===== src/rtl/tid_pkg.sv =====
package tid_pkg;
  // What one write-back strobe asks of the timer
  typedef enum logic [1:0] {
    WB_NONE = 2'd0,  // no strobe, or no status requested
    WB_FIRE = 2'd1,  // interrupt now, drop the countdown
    WB_ARM  = 2'd2   // (re)load the countdown
  } wb_kind_e;
endpackage


===== src/rtl/tid_decode.sv =====
module tid_decode
  import tid_pkg::*;
#(
  parameter int DLY_W = 16
) (
  input  logic             wb_valid,
  input  logic             wb_report,
  input  logic             wb_delay_en,
  input  logic [DLY_W-1:0] delay_val,
  output wb_kind_e         kind
);
  logic zero_dly;
  assign zero_dly = (delay_val == '0);

  always_comb begin
    kind = WB_NONE;
    if (wb_valid && wb_report) begin
      if (wb_delay_en && !zero_dly) kind = WB_ARM;
      else                          kind = WB_FIRE;
    end
  end
endmodule


===== src/rtl/tid_timer.sv =====
module tid_timer
  import tid_pkg::*;
#(
  parameter int DLY_W = 16
) (
  input  logic             clk,
  input  logic             rst,
  input  wb_kind_e         kind,
  input  logic [DLY_W-1:0] delay_val,
  input  logic             tick,
  output logic [DLY_W-1:0] cnt_q,
  output logic             expire
);
  localparam logic [DLY_W-1:0] ONE = DLY_W'(1);

  logic running;
  assign running = (cnt_q != '0);
  // expiry only when no strobe overrides the count this cycle
  assign expire  = (kind == WB_NONE) && tick && (cnt_q == ONE);

  always_ff @(posedge clk) begin
    if (rst) begin
      cnt_q <= '0;
    end else begin
      unique case (kind)
        WB_ARM:  cnt_q <= delay_val;
        WB_FIRE: cnt_q <= '0;
        default: if (tick && running) cnt_q <= cnt_q - ONE;
      endcase
    end
  end
endmodule


===== src/rtl/tid_gate.sv =====
module tid_gate (
  input  logic clk,
  input  logic rst,
  input  logic event_in,
  input  logic mask_en,
  output logic irq_q,
  output logic pend_q
);
  logic cause;
  assign cause = event_in || pend_q;

  always_ff @(posedge clk) begin
    if (rst) begin
      irq_q  <= 1'b0;
      pend_q <= 1'b0;
    end else begin
      irq_q  <= cause && mask_en;
      pend_q <= cause && !mask_en;
    end
  end
endmodule


===== src/rtl/txirq_delay_ctrl.sv =====
module txirq_delay_ctrl
  import tid_pkg::*;
#(
  parameter int DLY_W = 16
) (
  input  logic             clk,
  input  logic             rst,
  input  logic             wb_valid,
  input  logic             wb_report,
  input  logic             wb_delay_en,
  input  logic [DLY_W-1:0] delay_val,
  input  logic             tick,
  input  logic             irq_mask_en,
  output logic             irq_req
);
  wb_kind_e         kind;
  logic [DLY_W-1:0] cnt_q;
  logic             expire;
  logic             fire_evt;
  logic             pend_q;

  tid_decode #(.DLY_W(DLY_W)) u_dec (
    .wb_valid    (wb_valid),
    .wb_report   (wb_report),
    .wb_delay_en (wb_delay_en),
    .delay_val   (delay_val),
    .kind        (kind)
  );

  tid_timer #(.DLY_W(DLY_W)) u_tmr (
    .clk       (clk),
    .rst       (rst),
    .kind      (kind),
    .delay_val (delay_val),
    .tick      (tick),
    .cnt_q     (cnt_q),
    .expire    (expire)
  );

  assign fire_evt = (kind == WB_FIRE) || expire;

  tid_gate u_gate (
    .clk      (clk),
    .rst      (rst),
    .event_in (fire_evt),
    .mask_en  (irq_mask_en),
    .irq_q    (irq_req),
    .pend_q   (pend_q)
  );
endmodule


===== config.mk =====
export PLATFORM = sky130hd
export DESIGN_NAME = txirq_delay_ctrl
export DESIGN_NICKNAME = d
export VERILOG_FILES = /design/src/rtl/tid_pkg.sv /design/src/rtl/tid_decode.sv /design/src/rtl/tid_timer.sv /design/src/rtl/tid_gate.sv /design/src/rtl/txirq_delay_ctrl.sv
export SDC_FILE = /design/constraint.sdc
export NUM_CORES = 1
export LEC_CHECK = 0
export ABC_AREA = 1
export ABC_CLOCK_PERIOD_IN_PS = 3300
export BUFFER_PORTS_ARGS = -buffer_cell sky130_fd_sc_hd__buf_2
export CAP_MARGIN = 20
export CORE_MARGIN = 3
export CORE_UTILIZATION = 25
export DETAILED_ROUTE_END_ITERATION = 12
export PLACE_DENSITY = 0.47
export SLEW_MARGIN = 20
export SYNTH_ARGS = -nofsm -noshare
export SYNTH_HDL_FRONTEND = slang
export SYNTH_HIERARCHICAL = 1
export SYNTH_SLANG_ARGS = --single-unit

===== constraint.sdc =====
create_clock -name clk -period 3.3 [get_ports clk]
set_input_delay 0.66 -clock clk [delete_from_list [all_inputs] [get_ports clk]]
set_output_delay 0.66 -clock clk [all_outputs]
set_load 0.02 [all_outputs]

* Word level (Yosys, flattened, before mapping) *
Index checks and enable logic that the tools add are counted.

word-level totals
  register bits = 18
  latch bits = 0
  RAM bits = 0
  bits in read-only memories = 0
  input bits = 23
  output and inout bits = 1
  word-level logic and storage cells = 26
  memories = 0

operators by class
  add/subtract/negate cells = 1
  multiply operators = 0
  divide/modulo/power cells = 0
  order comparisons = 0
  equal/unequal tests = 3
  shifts and indexed selects = 0
  muxes and demuxes = 4
  bitwise logic cells = 0
  reductions and logical operators = 15

operator list
  kind                                                                   number
  16-bit case mux with 2 select lines                                    1
  16-bit by 1-bit == test with 1-bit output (second input constant)      1
  16-bit logical NOT                                                     1
  16-bit 2-to-1 mux                                                      1
  16-bit nonzero test                                                    1
  16-bit by 1-bit subtractor with 16-bit output (second input constant)  1
  1-bit logical AND                                                      7
  2-bit 2-to-1 mux                                                       2
  3-bit nonzero test                                                     1
  2-bit by 1-bit == test with 1-bit output (second input constant)       1
  2-bit == test (second input constant)                                  1
  1-bit logical NOT                                                      2
  2-bit logical NOT                                                      1
  1-bit logical OR                                                       2

* Longest topological paths before layout *
  depth in word-level cells = 11
  gate-level depth with buffers = 15
  depth with buffers taken out = 14

* Modules after synthesis *
The synthesis kept the hierarchy.

by module, submodules not included
  module            instances  cells each  area each (um2)  seq. area each (um2)
  tid_timer         1          230         1338.8           320.3
  tid_decode        1          19          76.3             0.0
  tid_gate          1          9           66.3             40.0
  txirq_delay_ctrl  1          4           15.0             0.0

* Least setup slack after synthesis *
No wires, ideal clock.

  kind = input-to-reg
  start point = input port delay_val[15]
  end point = register u_tmr.cnt_q[3]
  setup time = 0.070 ns
  arrival time = 2.218 ns
  required time = 3.230 ns
  path slack = 1.013 ns
  stages = 11
  buffers on the path = 0
  cells stage by stage = nor2_1 > nand2_1 > nor2_1 > nand2_1 > a21oi_2 > inv_1 > ha_1 > nor2_1 > a21boi_4 > nand2_1 > a21oi_1

on the way
  word-level cells in the longest chain between the ends = 7
  elaborated cells on any way between the ends = 9

RTL lines
  what                                                                       line                    source
  start: declaration                                                         txirq_delay_ctrl.sv:11  input logic [DLY_W-1:0] delay_val,
  16-bit logical NOT *                                                       tid_decode.sv:13        assign zero_dly = (delay_val == '0);
  1-bit logical NOT *                                                        tid_decode.sv:18        if (wb_delay_en && !zero_dly) kind = WB_ARM;
  1-bit logical AND *                                                        tid_decode.sv:18
  2-bit 2-to-1 mux *                                                         tid_decode.sv:18
  2-bit 2-to-1 mux *                                                         tid_decode.sv:17        if (wb_valid && wb_report) begin
  named net kind[0]                                                          txirq_delay_ctrl.sv:16  wb_kind_e kind;
  2-bit by 1-bit == test with 1-bit output or 2-bit == test (tied branches)  tid_timer.sv:25         unique case (kind)
  16-bit case mux with 2 select lines or 3-bit nonzero test (tied branches)  n/a
  end signal: assignment                                                     tid_timer.sv:26         WB_ARM: cnt_q <= delay_val;
  end signal: assignment                                                     tid_timer.sv:28         default: if (tick && running) cnt_q <= cnt_q - ONE;
  end: declaration                                                           tid_timer.sv:11         output logic [DLY_W-1:0] cnt_q,

Mark *: on every way through the listed nets, which the timed path passes. The rest lies on a longest branch.
A chain may end at the register's enable or synchronous reset.

* Worst setup path after layout *
  start point = input port delay_val[9]
  end point = register u_tmr.cnt_q[11]

The elaborated chain is that of the path after synthesis.

==> qor.csv <==
stage,metric,value,unit
global_route,grt_pass1_vias,1496,
clock_tree,cts_setup_buffers,0,
clock_tree,root_buffer,clkbuf_8,
power_and_ir_drop,power_density,473,nW/um2
floorplan,start_util,0.265,
detailed_routing,wl_per_cell,11.6,um
worst_setup_path,endpoint_kind,register,
sta,finalSetupViolCount,0,
clock_tree,htree_levels,1,
logic_synthesis,synth_compound_area_frac,0.0978,
clock_tree,ctsHoldBuffers,0,
worst_setup_path,start_kind,input port,
detailed_routing,drc_errors,0,
clock_tree,cts_sinks,18,
cells_and_area,fillers,657,
sta,min_period,2.55,ns
detailed_routing,viasPerCell,4.39,
floorplan,row_count,27,
clock_tree,numCtsBuffers,3,
cells_and_area,drive_above_1_share,0.134,
logic_synthesis,syn_nets,290,
sta,fmax,392,MHz
logic_synthesis,synthSimpleGateAreaFrac,0.508,
clock_tree,clkSlewWorstSetupHoldPaths,0.08,ns
floorplan,fp.dieW,83.4,um
logic_synthesis,ys_warn_count,6,
global_route,grt_max_degree,19,
flow_run,drv_cap,0,
logic_synthesis,ys_ff_latch,18,
detailed_routing,wl,4140,um
detailed_routing,vias,1562,
power_and_ir_drop,ir_worst_vdd,0.150,mV
worst_setup_path,crit_fanout,15,
sta,rsz0062_at_grt,false,
floorplan,io_pins,24,
logic_synthesis,synth_top_family_by_area,simple AND/OR/NAND/NOR gates,
clock_tree,worstSkewPairLatency,0.26,ns
logic_synthesis,synth_cell_types,20,
run_status,status,"complete, no violations",
sta,setup_tns,0,ns
detailed_routing,postRouteAntennaNets,0,
logic_synthesis,synth_fa_ha_area_frac,0.0418,
logic_synthesis,yosys.area.top_type,dfxtp_1,
min_path,hold_path_class,register to register,
clock_tree,cts_resized,0,
cells_and_area,area_delta_synth_final,13.6,%
clock_tree,tritoncts,done,
logic_synthesis,synth_area,1500,um2
cells_and_area,final_cell_mix,"nand2_1 (86), nor2_1 (61), inv_1 (29)",
placed_design,dpl.hpwl,3220,um
sta,skew,0.00419,ns
global_route,antenna_found_initial,0,
global_route,grt.overflow.total,0,
placed_design,port_buffers,23,
placed_design,pre_cts_slack,0.441,ns
placed_design,place.gp.congestion,0.784,
clock_tree,clockBufferDepth,2,
sta,hold_viol_final,0,
sta,tightest_slew,0.545,ns
logic_synthesis,synth_top_area_share,0.241,
floorplan,dieArea,6950,um2
logic_synthesis,seq_area_frac_synth,0.241,
sta,slew_headroom,0.636,
sta,setup_slack,0.752,ns
logic_synthesis,synth_xor_area_frac,0.00585,
logic_synthesis,synthMuxAreaShare,0,
detailed_routing,initialDrtViolationCount,85,
cells_and_area,layout_commonest_cell,nand2_1,
floorplan,die_y,83.4,um
worst_setup_path,cp.required,3.50,ns
worst_setup_path,worstPathArrival,2.75,ns
global_route,grt_pass1_wl,7160,um
global_route,grt.total_usage,0.126,
sta,layout_worst_path_cycle_share,0.772,
sta,timing.hold.ws,0.474,ns
power_and_ir_drop,leakage,0.885,nW
worst_setup_path,crit_type,input port to register,
cells_and_area,final_nets,314,
sta,drv_slew,0,
logic_synthesis,avgSynthCellArea,5.71,um2
logic_synthesis,yosys-top-cells-area,"dfxtp_1 (24%), nand2_1 (22%), nor2_1 (15%), inv_1 (7.3%), nand3_1 (7.0%)",
detailed_routing,drt_first_pass_iters,4,
floorplan,core-area,5640,um2
logic_synthesis,synthCells,262,
cells_and_area,insertedDiodeCount,0,
==> worst max-delay path, stage by stage <==
cell and delay (ns):
buf_2 0.11, nor2_1 0.10, nand2_1 0.08, nor2_1 0.14
nand2_1 0.10, a21oi_2 0.18, inv_1 0.08, ha_1 0.39
nand2_1 0.10, inv_1 0.41, nand2_1 0.14, nand2_1 0.11
a21oi_2 0.05, nor2_1 0.09
==> stage by stage <==
step | area [um2] | total power, mW | std cells | util
after floorplan | 1500 | 0.567 | 262 | -
after global placement | 1660 | 0.649 | 353 | 0.294
after detailed placement | 1660 | 0.647 | 353 | 0.294
after CTS | 1700 | 0.816 | 356 | 0.301
after global routing | 1700 | 0.892 | 356 | 0.301
final | 1700 | 0.805 | 356 | 0.301
==> registers in the layout, summed over array words and instances (netlist names) <==
name / cells
u_gate/irq_q: 1
u_gate/pend_q: 1
u_tmr/cnt_q: 16
==> kinds of logic after synthesis <==
logic type / after synthesis
AO/OA/AOI/OAI: 25
XOR/XNOR: 1
adder cells (fa/ha/maj): 5
buffers and inverters: 35
flip-flops: 18
AND/OR/NAND/NOR: 178
==> power breakdown <==
part	total [mW]	internal, mW	switching, mW	leakage (nW)
registers	0.283	0.247	0.0360	0.149
clock network	0.162	0.0813	0.0806	0.0216
logic	0.360	0.128	0.231	0.715
total	0.805	0.457	0.348	0.885
==> path summary, 6_finish.rpt <==
| path | to | slack, ns | startpoint | cells after the start |
|---|---|---|---|---|
| worst max-delay path | u_tmr/cnt_q[11] | 0.75 | delay_val[9] | 14 |
| worst min-delay path | u_gate/irq_q | 0.47 | u_gate/pend_q | 2 |
| worst max register to register | u_tmr/cnt_q[15] | 1.68 | u_tmr/cnt_q[0] | 9 |
| worst min register to register | u_gate/irq_q | 0.47 | u_gate/pend_q | 2 |
==> metal layers <==
metal,vias to the layer above,global-route usage,part of all wire
met5,-,0,0
met4,0,0.0312,0.0087
met3,5,0.0327,0.041
met2,31,0.193,0.41
met1,673,0.173,0.54
li1,853,-,-
==> cells in the mapped netlist (all sizes together) <==
cell    number
ha           5
a21boi       1
dfxtp       18
clkbuf       3
buf          1
nor4         1
nor2        65
inv         29
a21oi        6
xnor2        1
nand3       21
clkinv       2
o21ai       18
nand2       91
==> layout make-up <==
class / instances / area (um2) / share of cell area
Inverter: 31 / 116 / 0.0684
Multi-Input combinational cell: 209 / 977 / 0.575
Clock buffer: 3 / 41.3 / 0.0243
Sequential cell: 18 / 360 / 0.212
Timing Repair Buffer: 23 / 115 / 0.0677
Tap cell: 72 / 90.1 / 0.0530
No activity file was read; power rests on OpenSTA's default activity.
